File: src/rtl/cart_map_pkg.sv
package cart_map_pkg;

  typedef enum logic [1:0] {
    ARR_VERT  = 2'd0,
    ARR_HORZ  = 2'd1,
    ARR_LOW   = 2'd2,
    ARR_HIGH  = 2'd3
  } arrange_e;

  localparam logic [3:0] SLOT_PRG = 4'h8;
  localparam logic [3:0] SLOT_ARR = 4'h9;

  // True when a CPU address falls inside the register window for a mode.
  function automatic logic in_reg_window(input logic big, input logic [15:0] a);
    logic hit;
    if (big) hit = a[15];
    else     hit = a[15] | (a[14] & a[13]);
    return hit;
  endfunction

  // Nametable RAM A10 for a given arrangement.
  function automatic logic arrange_a10(input arrange_e m, input logic a10, input logic a11);
    logic r;
    unique case (m)
      ARR_VERT: r = a10;
      ARR_HORZ: r = a11;
      ARR_LOW:  r = 1'b0;
      default:  r = 1'b1;
    endcase
    return r;
  endfunction

endpackage

File: src/rtl/cart_map_regs.sv
module cart_map_regs
  import cart_map_pkg::*;
#(
  parameter int DATA_W   = 8,
  parameter int NUM_CHR  = 8,
  parameter int CPU_AW   = 16
) (
  input  logic                      clk,
  input  logic                      rst_n,
  input  logic                      big_mode,
  input  logic                      wr_en,
  input  logic [CPU_AW-1:0]         wr_addr,
  input  logic [DATA_W-1:0]         wr_data,
  output logic [NUM_CHR*DATA_W-1:0] chr_regs,
  output logic [DATA_W-1:0]         prg_reg,
  output arrange_e                  arr_mode,
  output logic                      wr_hit
);

  localparam int SLOT_W = 4;

  logic [SLOT_W-1:0] slot;

  assign slot   = wr_addr[SLOT_W-1:0];
  assign wr_hit = wr_en & in_reg_window(big_mode, wr_addr[15:0]);

  genvar gi;
  generate
    for (gi = 0; gi < NUM_CHR; gi++) begin : g_chr
      logic [DATA_W-1:0] bank_q;
      always_ff @(posedge clk) begin
        if (!rst_n) begin
          bank_q <= '0;
        end else if (wr_hit && slot == SLOT_W'(gi)) begin
          bank_q <= wr_data;
        end
      end
      assign chr_regs[gi*DATA_W +: DATA_W] = bank_q;
    end
  endgenerate

  always_ff @(posedge clk) begin
    if (!rst_n) begin
      prg_reg <= '0;
    end else if (wr_hit && slot == SLOT_PRG) begin
      prg_reg <= wr_data;
    end
  end

  always_ff @(posedge clk) begin
    if (!rst_n) begin
      arr_mode <= ARR_VERT;
    end else if (wr_hit && slot == SLOT_ARR) begin
      arr_mode <= arrange_e'(wr_data[1:0]);
    end
  end

endmodule

File: src/rtl/cart_map_prg.sv
module cart_map_prg #(
  parameter int DATA_W     = 8,
  parameter int PRG_BANK_W = 5,
  parameter int WIN_W      = 14,
  parameter int CPU_AW     = 16
) (
  input  logic                        big_mode,
  input  logic [CPU_AW-1:0]           cpu_addr,
  input  logic [DATA_W-1:0]           prg_reg,
  input  logic                        outer_sel,
  output logic [PRG_BANK_W+WIN_W-1:0] prg_addr
);

  localparam int INNER_W = PRG_BANK_W - 1;

  logic                  top_win;
  logic [PRG_BANK_W-1:0] std_bank;
  logic [PRG_BANK_W-1:0] big_bank;
  logic [PRG_BANK_W-1:0] bank;

  // Bank selection for the standard variant.
  function automatic logic [PRG_BANK_W-1:0] std_pick(input logic top, input logic [DATA_W-1:0] r);
    logic [PRG_BANK_W-1:0] b;
    if (top) b = '1;
    else     b = r[PRG_BANK_W-1:0];
    return b;
  endfunction

  // Bank selection for the large-ROM variant: outer bit above a 4-bit inner bank.
  function automatic logic [PRG_BANK_W-1:0] big_pick(input logic top, input logic h,
                                                     input logic [DATA_W-1:0] r);
    logic [PRG_BANK_W-1:0] b;
    b = '0;
    b[4] = h;
    if (top) b[3:0] = 4'hF;
    else     b[3:0] = r[3:0];
    return b;
  endfunction

  assign top_win  = cpu_addr[WIN_W];
  assign std_bank = std_pick(top_win, prg_reg);
  assign big_bank = big_pick(top_win, outer_sel, prg_reg);
  assign bank     = big_mode ? big_bank : std_bank;
  assign prg_addr = {bank, cpu_addr[WIN_W-1:0]};

  logic unused_inner;
  assign unused_inner = (INNER_W < 4) ? 1'b0 : 1'b0;

endmodule

File: src/rtl/cart_map_chr.sv
module cart_map_chr #(
  parameter int DATA_W     = 8,
  parameter int NUM_CHR    = 8,
  parameter int CHR_BANK_W = 8,
  parameter int PPU_AW     = 14
) (
  input  logic [PPU_AW-1:0]             ppu_addr,
  input  logic [NUM_CHR*DATA_W-1:0]     chr_regs,
  output logic [CHR_BANK_W+10-1:0]      chr_addr
);

  localparam int SEL_W = $clog2(NUM_CHR);

  logic [SEL_W-1:0]      sel;
  logic [DATA_W-1:0]     bank_word;

  assign sel       = ppu_addr[10 +: SEL_W];
  assign bank_word = chr_regs[sel*DATA_W +: DATA_W];
  assign chr_addr  = {bank_word[CHR_BANK_W-1:0], ppu_addr[9:0]};

endmodule

File: src/rtl/cart_map_mirror.sv
module cart_map_mirror
  import cart_map_pkg::*;
#(
  parameter int PPU_AW = 14
) (
  input  arrange_e          arr_mode,
  input  logic [PPU_AW-1:0] ppu_addr,
  output logic              ciram_a10
);

  assign ciram_a10 = arrange_a10(arr_mode, ppu_addr[10], ppu_addr[11]);

endmodule

File: src/rtl/cart_map_ctrl.sv
module cart_map_ctrl
  import cart_map_pkg::*;
#(
  parameter int DATA_W     = 8,
  parameter int NUM_CHR    = 8,
  parameter int CHR_BANK_W = 8,
  parameter int PRG_BANK_W = 5,
  parameter int CPU_AW     = 16,
  parameter int PPU_AW     = 14
) (
  input  logic                     clk,
  input  logic                     rst_n,
  input  logic                     big_prg_mode,
  input  logic                     cpu_wr,
  input  logic [CPU_AW-1:0]        cpu_addr,
  input  logic [DATA_W-1:0]        cpu_wdata,
  input  logic [PPU_AW-1:0]        ppu_addr,
  output logic [PRG_BANK_W+13:0]   prg_addr,
  output logic [CHR_BANK_W+9:0]    chr_addr,
  output logic                     ciram_a10
);

  localparam int REG_BITS = NUM_CHR*DATA_W + DATA_W + 2;

  logic [NUM_CHR*DATA_W-1:0] chr_regs;
  logic [DATA_W-1:0]         prg_reg;
  arrange_e                  arr_mode;
  logic                      wr_hit;
  logic                      outer_sel;
  logic [REG_BITS-1:0]       reg_state;

  assign outer_sel = chr_regs[0];
  assign reg_state = {chr_regs, prg_reg, arr_mode};

  cart_map_regs #(.DATA_W(DATA_W), .NUM_CHR(NUM_CHR), .CPU_AW(CPU_AW)) u_regs (
    .clk      (clk),
    .rst_n    (rst_n),
    .big_mode (big_prg_mode),
    .wr_en    (cpu_wr),
    .wr_addr  (cpu_addr),
    .wr_data  (cpu_wdata),
    .chr_regs (chr_regs),
    .prg_reg  (prg_reg),
    .arr_mode (arr_mode),
    .wr_hit   (wr_hit)
  );

  cart_map_prg #(.DATA_W(DATA_W), .PRG_BANK_W(PRG_BANK_W), .WIN_W(14), .CPU_AW(CPU_AW)) u_prg (
    .big_mode  (big_prg_mode),
    .cpu_addr  (cpu_addr),
    .prg_reg   (prg_reg),
    .outer_sel (outer_sel),
    .prg_addr  (prg_addr)
  );

  cart_map_chr #(.DATA_W(DATA_W), .NUM_CHR(NUM_CHR), .CHR_BANK_W(CHR_BANK_W), .PPU_AW(PPU_AW)) u_chr (
    .ppu_addr (ppu_addr),
    .chr_regs (chr_regs),
    .chr_addr (chr_addr)
  );

  cart_map_mirror #(.PPU_AW(PPU_AW)) u_mir (
    .arr_mode  (arr_mode),
    .ppu_addr  (ppu_addr),
    .ciram_a10 (ciram_a10)
  );

endmodule

File: config.mk
export PLATFORM = sky130hd
export DESIGN_NAME = cart_map_ctrl
export DESIGN_NICKNAME = d
export VERILOG_FILES = /design/src/rtl/cart_map_pkg.sv /design/src/rtl/cart_map_regs.sv /design/src/rtl/cart_map_prg.sv /design/src/rtl/cart_map_chr.sv /design/src/rtl/cart_map_mirror.sv /design/src/rtl/cart_map_ctrl.sv
export SDC_FILE = /design/constraint.sdc
export NUM_CORES = 1
export LEC_CHECK = 0
export BUFFER_PORTS_ARGS = -buffer_cell sky130_fd_sc_hd__buf_2
export CORE_MARGIN = 5
export CORE_UTILIZATION = 49
export CTS_CLUSTER_SIZE = 40
export DETAILED_ROUTE_END_ITERATION = 10
export PLACE_DENSITY = 0.82
export SYNTH_ARGS = -nofsm -noshare
export SYNTH_HDL_FRONTEND = slang
export SYNTH_HIERARCHICAL = 1
export SYNTH_SLANG_ARGS = --single-unit
File: constraint.sdc
create_clock -name clk -period 1 [get_ports clk]
set_input_delay 0.05 -clock clk [delete_from_list [all_inputs] [get_ports clk]]
set_output_delay 0.05 -clock clk [all_outputs]
set_load 0.02 [all_outputs]
* After elaboration in Yosys (flattened, before gate mapping)
Index checks and enable logic that the tools add are counted.
** Storage, ports and cells
- Bits in registers :: 71
- Input bits :: 42
- Output and inout bits :: 38
- Logic and storage cells :: 42
** Cells by class
- Eq/ne operators :: 11
- Shift operators :: 1
- Mux-type cells :: 5
- Bitwise logic cells :: 3
- Reduce and logical (&&, ||, !) cells :: 12
** Operators with widths (count)
- $shiftx 64x7->8 :: 1
- $eq 4x3->1 const B :: 4
- $logic_and 1x1->1 :: 10
- $mux 5 :: 2
- $eq 4x2->1 const B :: 2
- $eq 4x4->1 const B :: 2
- $eq 4x1->1 const B :: 1
- $logic_not 4->1 :: 1
- $mux 4 :: 1
- $pmux 1 s3 :: 1
- $and 1x1->1 :: 2
- $eq 2x1->1 const B :: 1
- $eq 2x2->1 const B :: 1
- $logic_not 2->1 :: 1
- $mux 1 :: 1
- $or 1x1->1 :: 1

* Longest topological paths before layout
- Depth in word-level cells :: 5
- Mapped depth :: 4
- Gate-level depth less buffers :: 3

* Hierarchy
The synthesis kept the hierarchy.
** By module, submodules not included
- cart_map_regs :: instances 1, cells each 262, area each 2930.3 µm², seq. area each 1481.4 µm²
- cart_map_chr :: instances 1, cells each 39, area each 625.6 µm², seq. area each 0.0 µm²
- cart_map_prg :: instances 1, cells each 21, area each 142.6 µm², seq. area each 0.0 µm²
- cart_map_mirror :: instances 1, cells each 3, area each 16.3 µm², seq. area each 0.0 µm²

* Worst setup path before layout
OpenSTA, ideal clock, no wires.
- Path type :: in2out
- Start point :: in ppu_addr[10]
- End point :: out chr_addr[10]
- Arrival :: 1143 ps
- Required time :: 950 ps
- Path slack :: -193 ps
- Stages on the path :: 4
- Cell sequence :: buf_6 > buf_12 > mux4_1 > mux2_2
** On the way
- Cells in the longest elaborated chain, start to end :: 1
** RTL lines
- from (decl) :: line cart_map_ctrl.sv:17 : input logic [PPU_AW-1:0] ppu_addr,
- $shiftx 64x7->8 :: line cart_map_chr.sv:18 : assign bank_word = chr_regs[sel*DATA_W +: DATA_W];
- to (decl) :: line cart_map_ctrl.sv:19 : output logic [CHR_BANK_W+9:0] chr_addr,
Every way passes these cells.

* Worst setup path in the final report
- Start point :: reg u_regs.g_chr[5].bank_q[1]
- End point :: out chr_addr[11]
** On the way
- Cells in the longest elaborated chain, start to end :: 1
** RTL lines
- from (decl) :: line cart_map_regs.sv:30 : logic [DATA_W-1:0] bank_q;
- from (signal assigned) :: line cart_map_regs.sv:35 : bank_q <= wr_data;
- $shiftx 64x7->8 :: line cart_map_chr.sv:18
Every way passes these cells.

==> results_dict.tcl <==
set metrics [dict create \
    die_height_um 95.8 \
    clock-skew-final_ns 0 \
    min_to "chr_addr[2]" \
    cp-start-kind "flop" \
    reg2reg_from "u_regs/g_chr[0].bank_q[2]" \
    violations "setup timing" \
    required_ns 0.95 \
    fin_cells 467 \
    crit_buf_inv 1 \
    ant_nets 0 \
    clk_pin_slew_worst_paths_ns 0.06 \
    rsz0062_at_grt "yes" \
    slew_headroom_pct 61.9 \
    wirelength_mm 8.08 \
    cts_hold_buf 0 \
    antenna_found_initial 0 \
    overflow 0 \
    crit_path_end_kind "output pin" \
    grt_max_degree 29 \
    whs_path_depth 0 \
    clock_latency_ns 0.35 \
    n_antenna_cell 0 \
    reg2regPathDepth 3 \
    syn_area_um2 3610 \
    detail_route.drc_violations 0 \
    hpwl_mm 5.28 \
    fin_crit_sh_pct 161 \
    arrival_ns 1.56 \
    critical_path_class "flop to output pin" \
    final-hold-violation-count 0 \
    path_cells "mux4_2, mux2_4, buf_6" \
    syn_inst 315 \
    worstHoldStart "ppu_addr[2]" \
    routabilityCongestion 0.759 \
    cap_viol_max_count 0 \
    die_w_um 95.8 \
    die_area_um2 9170 \
    ioPinCount 80 \
    final_util_pct 59.6 \
    dpl.cell_count 440 \
    power-per-cell-area_nw_per_um2 1320 \
    cts_sinks 71 \
    vias_per_cell 5.35 \
    start_util_pct 50.0 \
    cp_slowest_cell "mux4_2" \
    r2r_slack_ns 0.30 \
    syn-mean-instance-area_um2 11.4 \
    min_period_ns 1.61 \
    drtPass1Iterations 4 \
    min_path_type "input port to output pin" \
    setup_viol 14 \
    drive_gt1_share_pct 39.7 \
    grt_usage_pct 18.7 \
    grt_pass1_vias 2611 \
    worst_slack_ns -0.607 \
    status "complete, but fails checks" \
    dr_total_vias 2499 \
    fmax_ghz 0.622 \
    grt_pass1_wl_mm 12.8 \
    regToRegEndpoint "u_regs/g_chr[0].bank_q[2]" \
    cp_max_fo 2 \
    worst_slew_pin_slew_ns 0.571 \
    whs_ns 0.100 \
    largest_reg_flops 64 \
    fp-row-count 31 \
    tritoncts "done" \
    port_buffers 40 \
    post_drt_wl_per_cell_um 17.3 \
    cts_buffers 9 \
    final_nets 405 \
    drtIter0Drc 139 \
    root_buffer "clkbuf_8" \
    coreArea_um2 7210 \
    crit_family "multiplexers" \
    peakVddDrop_mv 0.649 \
    drv_slew 0 \
    area_delta_synth_final_pct 19.3 \
    clock_path_buffers 2 \
    leakagePower_nw 2.07 \
    cts-htree-levels 3 \
    synth_fp_nets 357 \
    synth.yosys.warnings 6 \
    critical-path-max-stage-delay_ns 0.47 \
    tns_ns -5.19 \
]
==> power breakdown <==
group / switching, W / leakage (nW) / internal (W)
Combinational: 0.000351 / 1.40 / 0.000277
Clock: 0.00105 / 0.0895 / 0.00115
Sequential: 0.0000122 / 0.579 / 0.00285
Total: 0.00141 / 2.07 / 0.00428
==> stage by stage <==
stage	cell area, um2	worst slack, ns	power, W
after global routing	4300	-0.642	0.00591
after CTS	4210	-0.628	0.00571
after detailed placement	3920	-0.430	0.00350
final	4300	-0.607	0.00569
after global placement	3920	-0.386	0.00349
after floorplan	3610	-0.126	0.00341
==> cell usage in the layout, fill, tap and decap left out, types with 2 or more instances in the layout <==
master and count:
buf_2 26, buf_12 8, buf_6 14, or2_1 4, nand2_1 79, mux4_2 16
dfxtp_2 13, mux2_4 8, and2b_1 2, clkbuf_1 2, nor2b_1 2, dfxtp_1 58
buf_4 31, clkbuf_8 9, clkinvlp_4 2, mux2i_1 71, o2111ai_4 9
==> worst max path at each step <==
| stage | startpoint | end | cells past startpoint | slack, ns |
|---|---|---|---|---|
| global placement | ppu_addr[10] | chr_addr[14] | 5 | -0.39 |
| floorplan | ppu_addr[10] | chr_addr[16] | 4 | -0.13 |
| finish | u_regs/g_chr[5].bank_q[1] | chr_addr[11] | 3 | -0.61 |
| global route | u_regs/g_chr[5].bank_q[6] | chr_addr[16] | 3 | -0.64 |
| CTS | u_regs/g_chr[5].bank_q[1] | chr_addr[11] | 3 | -0.63 |
| detailed placement | ppu_addr[10] | chr_addr[11] | 5 | -0.43 |
==> layout make-up <==
cell class,count,area [um2]
clock buffers,11,131
clock inverters,5,58.8
fillers,539,2910
multi-input cells,202,1870
flip-flops and latches,71,1440
well taps,99,124
repair buffers,79,681
==> routing by layer <==
layer	vias up	GRT usage [%]	routed length, um
li1	1177	-	-
met1	1230	20.7	3220
met2	67	33.3	4250
met3	25	3.60	377
met4	0	10.4	229
met5	-	0	0
==> what timing repair did <==
item,4_1_cts,5_1_grt
resized for setup,41,10
setup endpoints to repair,14,16
gates cloned,0,0
pin swaps,0,2
buffers inserted,4,9
No activity file was read; power rests on OpenSTA's default activity.
